==> src/rtl/nand_ecc1_pkg.sv <==
package nand_ecc1_pkg;
   typedef enum logic [1:0] {
      ST_CLEAN     = 2'd0,
      ST_FIXED     = 2'd1,
      ST_CODE_ONLY = 2'd2,
      ST_UNCORR    = 2'd3
   } ecc1_status_e;
endpackage

==> src/rtl/ecc1_pack.sv <==
// Turns a raw parity word (two lanes) into the stored code format.
module ecc1_pack #(
   parameter int LANE_W = 16,
   parameter int HALF_W = 12,
   parameter bit INVERT = 1'b1,
   localparam int RAW_W  = 2 * LANE_W,
   localparam int CODE_W = 2 * HALF_W
) (
   input  logic [RAW_W-1:0]  raw,
   output logic [CODE_W-1:0] code
);
   if (HALF_W > LANE_W) begin : g_bad_lane
      $error("ecc1_pack: HALF_W must not exceed LANE_W");
   end

   logic [CODE_W-1:0] packed_w;
   assign packed_w = {raw[LANE_W+HALF_W-1:LANE_W], raw[HALF_W-1:0]};

   if (INVERT) begin : g_inv
      assign code = ~packed_w;
   end else begin : g_plain
      assign code = packed_w;
   end
endmodule

==> src/rtl/ecc1_classify.sv <==
// Sorts a difference word into one of four outcomes.
module ecc1_classify
   import nand_ecc1_pkg::*;
#(
   parameter int HALF_W      = 12,
   parameter int CHUNK_BYTES = 512,
   localparam int CODE_W = 2 * HALF_W,
   localparam int OFS_W  = HALF_W - 3
) (
   input  logic [CODE_W-1:0] diff,
   output ecc1_status_e      verdict,
   output logic [OFS_W-1:0]  byte_ofs,
   output logic [2:0]        bit_ofs
);
   logic [HALF_W-1:0] lo_half, hi_half;
   logic              halves_compl, one_hot, in_range;

   assign lo_half      = diff[HALF_W-1:0];
   assign hi_half      = diff[CODE_W-1:HALF_W];
   assign halves_compl = ((lo_half ^ hi_half) == {HALF_W{1'b1}});
   assign one_hot      = (diff != '0) && ((diff & (diff - 1'b1)) == '0);
   assign byte_ofs     = diff[CODE_W-1:HALF_W+3];
   assign bit_ofs      = diff[HALF_W+2:HALF_W];
   assign in_range     = (32'(byte_ofs) < CHUNK_BYTES);

   always_comb begin
      if (diff == '0)                    verdict = ST_CLEAN;
      else if (halves_compl && in_range) verdict = ST_FIXED;
      else if (halves_compl)             verdict = ST_UNCORR;
      else if (one_hot)                  verdict = ST_CODE_ONLY;
      else                               verdict = ST_UNCORR;
   end
endmodule

==> src/rtl/ecc1_maskgen.sv <==
// One-hot byte mask from a bit index.
module ecc1_maskgen #(
   parameter int IDX_W = 3,
   localparam int MASK_W = 1 << IDX_W
) (
   input  logic [IDX_W-1:0]  idx,
   output logic [MASK_W-1:0] mask
);
   for (genvar i = 0; i < MASK_W; i++) begin : g_bit
      assign mask[i] = (idx == IDX_W'(i));
   end
endmodule

==> src/rtl/nand_ecc1_fix.sv <==
module nand_ecc1_fix
   import nand_ecc1_pkg::*;
#(
   parameter int LANE_W      = 16,
   parameter int HALF_W      = 12,
   parameter int CHUNK_BYTES = 512,
   localparam int RAW_W  = 2 * LANE_W,
   localparam int CODE_W = 2 * HALF_W,
   localparam int OFS_W  = HALF_W - 3
) (
   input  logic              clk,
   input  logic              rst_n,
   input  logic              start,
   input  logic [CODE_W-1:0] stored_code,
   input  logic [RAW_W-1:0]  raw_parity,
   output logic [CODE_W-1:0] calc_code,
   output logic              done,
   output logic [1:0]        status,
   output logic [OFS_W-1:0]  fix_addr,
   output logic [7:0]        fix_mask,
   output logic              fix_we
);
   if (CHUNK_BYTES < 1 || CHUNK_BYTES > (1 << OFS_W)) begin : g_bad_chunk
      $error("nand_ecc1_fix: CHUNK_BYTES out of range for HALF_W");
   end
   if (HALF_W < 4) begin : g_bad_half
      $error("nand_ecc1_fix: HALF_W too small");
   end

   logic [CODE_W-1:0] diff_w;
   ecc1_status_e      verdict_w;
   logic [OFS_W-1:0]  byte_w;
   logic [2:0]        bit_w;
   logic [7:0]        mask_w;

   ecc1_pack #(.LANE_W(LANE_W), .HALF_W(HALF_W), .INVERT(1'b1)) u_pack (
      .raw  (raw_parity),
      .code (calc_code)
   );

   assign diff_w = stored_code ^ calc_code;

   ecc1_classify #(.HALF_W(HALF_W), .CHUNK_BYTES(CHUNK_BYTES)) u_cls (
      .diff     (diff_w),
      .verdict  (verdict_w),
      .byte_ofs (byte_w),
      .bit_ofs  (bit_w)
   );

   ecc1_maskgen #(.IDX_W(3)) u_mask (
      .idx  (bit_w),
      .mask (mask_w)
   );

   always_ff @(posedge clk) begin
      if (!rst_n) begin
         done     <= 1'b0;
         fix_we   <= 1'b0;
         status   <= ST_CLEAN;
         fix_addr <= '0;
         fix_mask <= '0;
      end else begin
         done   <= start;
         fix_we <= start && (verdict_w == ST_FIXED);
         if (start) begin
            status   <= verdict_w;
            fix_addr <= byte_w;
            fix_mask <= (verdict_w == ST_FIXED) ? mask_w : 8'h00;
         end
      end
   end
endmodule

==> config.mk <==
export PLATFORM = sky130hd
export DESIGN_NAME = nand_ecc1_fix
export DESIGN_NICKNAME = d
export VERILOG_FILES = /design/src/rtl/nand_ecc1_pkg.sv /design/src/rtl/ecc1_pack.sv /design/src/rtl/ecc1_classify.sv /design/src/rtl/ecc1_maskgen.sv /design/src/rtl/nand_ecc1_fix.sv
export SDC_FILE = /design/constraint.sdc
export NUM_CORES = 1
export LEC_CHECK = 0
export ABC_AREA = 1
export ABC_CLOCK_PERIOD_IN_PS = 2000
export BUFFER_PORTS_ARGS = -buffer_cell sky130_fd_sc_hd__buf_2
export CAP_MARGIN = 20
export CORE_MARGIN = 10
export CORE_UTILIZATION = 47
export CTS_CLUSTER_DIAMETER = 120
export DETAILED_ROUTE_END_ITERATION = 16
export PLACE_DENSITY_LB_ADDON = 0.2
export REMOVE_ABC_BUFFERS = 1
export SETUP_SLACK_MARGIN = 0.05
export SYNTH_ARGS = -nofsm -noshare
export SYNTH_HDL_FRONTEND = slang
export SYNTH_SLANG_ARGS = --single-unit
==> constraint.sdc <==
create_clock -name clk -period 2 [get_ports clk]
set_input_delay 0.4 -clock clk [delete_from_list [all_inputs] [get_ports clk]]
set_output_delay 0.4 -clock clk [all_outputs]
set_load 0.01 [all_outputs]
==> impl_metrics.ini <==
[synthesis]
synth_top_family_by_area = simple AND/OR/NAND/NOR gates
synthMuxAreaShare = 0
yosysTopAreaCell = nand2_1
syn_avg_cell_area_um2 = 5.400
yosysSeqAreaShare = 0.1951
synth_area_um2 = 2155
ys_async_sr_fraction = 0
yosys_warnings = 0
synth_area_leaders = nand2_1, dfxtp_1, inv_1, nand2_2, nor2_1
ys_ff_latch = 21
postSynthCellCount = 399
synth_edf_count = 0
yosysTopAreaCellShare = 0.3345
synthFlopType = dfxtp_1
synth_xor_area_frac = 0.05981
yosys.area_share.adder = 0
synth_cell_type_count = 26
synth_compound_area_frac = 0.06272
synth-simple-area-share = 0.5691

[drt]
routed_wl_um = 6772
ant_nets = 0
wirelength_met1_um = 2914
dr.pass1.iters = 5
dr_wl_met2_um = 3280
met3_length_um = 483
via_per_inst = 4.717
drt-wirelength-per-cell_um = 12.22
drt-initial-drc-count = 122
drc = 0
vias = 2613
top_layer = met4

[timing]
period_minus_slack_ns = 1.669
hold_viol_final = 0
tns_ns = 0
worst_pin_slew_ns = 0.4346
rsz0062_at_grt = false
setup_viol = 0
max_slew_margin = 0.7082
max_freq_mhz = 599.2
drv_slew = 0
finalCritPeriodShare = 0.8345
finClkSkew_ns = 0

[critical_path]
cp.arrival_ns = 1.82
crit_fanout = 7
end_kind = register
crit_required_ns = 2.16
start_kind = primary input
path_class = primary input to register

[job]
cap_violations = 0

[final_layout]
drive_above_1_share = 0.3386
fillers = 436
layout.nets = 562
n_antenna_cell = 0
seqCellArea_um2 = 420.4
multi_input_area_um2 = 1490
syn_to_final_growth_pct = 28.46
final_core_util = 0.6313

[global_routing]
gr-usage-all-layers = 0.1697
grt_pass1_wl_um = 11000
antenna_found_initial = 0
grt_pass1_vias = 2461
grt-ovfl-total = 0
grt_max_degree = 20

[cts]
cts_root_buf = clkbuf_8
postCtsHoldBufs = 0
clockBufferDepth = 2
cts_resized = 0
cts_max_level = 1
clk_pin_slew_ns = 0.08
post_cts_buffers = 0
clk_latency_ns = 0.25
cts_tree = built
cts_sinks = 21
cts_made_buffers = 3

[power_and_ir_drop]
power.total_mw = 1.230
sequentialPowerShare = 0.361
clockPowerShare = 0.222
switchingPower_mw = 0.4686
intPower_mw = 0.7609
comb_power_share = 0.417
cellPowerDensity_nw_per_um2 = 444.3
swShare = 0.3811
p_leak_nw = 1.646
ir_drop_mv = 0.2010

[placed_design]
gp_congestion = 0.9093
place_hpwl_um = 5976
io_buffers = 95

[die]
core-area_um2 = 4384
fp.dieH_um = 87.71
die_w_um = 87.71
dieArea_um2 = 7692
num_io_pins = 104
rows = 24
start_util = 0.4914

[run_status]
status = finished, final reports clean

[hold_path]
hold_class = primary input to register
[synthesized netlist by cell type (3+ instances only)]
cell / n
nand4_1: 3
xor2_1: 4
nor2_4: 5
inv_1: 43
inv_2: 19
dfxtp_1: 21
o21ai_1: 6
nor2_1: 32
nand2_4: 4
o21ai_0: 10
nand2_2: 21
xnor2_1: 7
nand3_1: 8
nor2_2: 11
nand2_1: 192
[routing by layer]
layer	vias up	global-route usage
met4	0	0.04783
met3	8	0.01950
met2	70	0.2963
met1	1136	0.2127
li1	1399	-
met5	-	0
[sequential cells by signal (all words and copies together), names as in the netlist]
| register | cells |
|---|---|
| fix_mask | 8 |
| fix_addr | 9 |
| fix_we | 1 |
| done | 1 |
| status | 2 |
[cells by family (layout without fill, tap and decap cells)]
family | Yosys count | in the layout
and+or+nand+nor | 279 | 279
buffers and inverters | 63 | 166
xor gates and xnor gates | 13 | 13
DFF | 21 | 21
AOI/OAI and AO/OA | 23 | 23
[power by group through the flow]
stage               Sequential [mW]  Combinational, mW  Clock [mW]
floorplan                     0.462              0.305           0
global placement              0.452              0.504           0
detailed placement            0.453              0.514           0
CTS                           0.444              0.516       0.274
global route                  0.445              0.582       0.293
finish                        0.444              0.513       0.273
[final timing paths]
path                                 start                       end  slack (ns)  cells past startpoint
setup / recovery            raw_parity[18]    status[0]$_SDFFE_PN0P_        0.33                     15
hold / removal                       rst_n  fix_mask[1]$_SDFFE_PN0P_        0.43                      3
setup reg to reg    status[1]$_SDFFE_PN0P_    status[1]$_SDFFE_PN0P_        1.39                      1
hold reg to reg   fix_mask[6]$_SDFFE_PN0P_  fix_mask[6]$_SDFFE_PN0P_        0.46                      2
[layout by cell type, fill, tap and decap left out, types with 2 or more instances in the layout]
cell / instances
inv_1: 43
buf_2: 95
clkbuf_8: 3
nand2_2: 21
inv_2: 19
o21ai_1: 6
nand2_4: 4
xor2_1: 4
o21ai_0: 10
dfxtp_1: 21
nor2_4: 5
nand3_2: 2
nand3_1: 8
nand2_1: 192
buf_4: 5
nand4_1: 3
nor2_1: 32
nor2_2: 11
o21ai_2: 2
xnor2_1: 7
[cell type report]
cell class / instances / area share
multi-input cells: 315 / 0.5384
repair buffers: 100 / 0.1854
flip-flops and latches: 21 / 0.1519
inverters: 62 / 0.08409
well taps: 52 / 0.02351
clock buffers: 3 / 0.01492
clock inverters: 1 / 0.001808
[critical path, cell delays in order]
cell     delay [ns]
buf_2          0.10
inv_1          0.05
nand2_1        0.06
nand2_2        0.17
nand2_1        0.16
nor3_1         0.26
nand3_1        0.11
nand2_1        0.07
inv_1          0.04
nor2_1         0.10
nand2_1        0.09
nor2_2         0.07
nand2_1        0.05
nand2_1        0.05
nand2_1        0.04
[metrics by stage]
stage	instance area, µm²	instances	hold slack [ns]	setup slack, ns
2_1_floorplan	2143	398	0.4761	0.4423
3_3_place_gp	2721	550	0.4325	0.1460
3_5_place_dp	2721	550	0.4395	0.1324
4_1_cts	2768	554	0.4308	0.3543
5_1_grt	2768	554	0.4542	0.1635
6_report	2768	554	0.4347	0.3310
No activity file was read; power rests on OpenSTA's default activity.
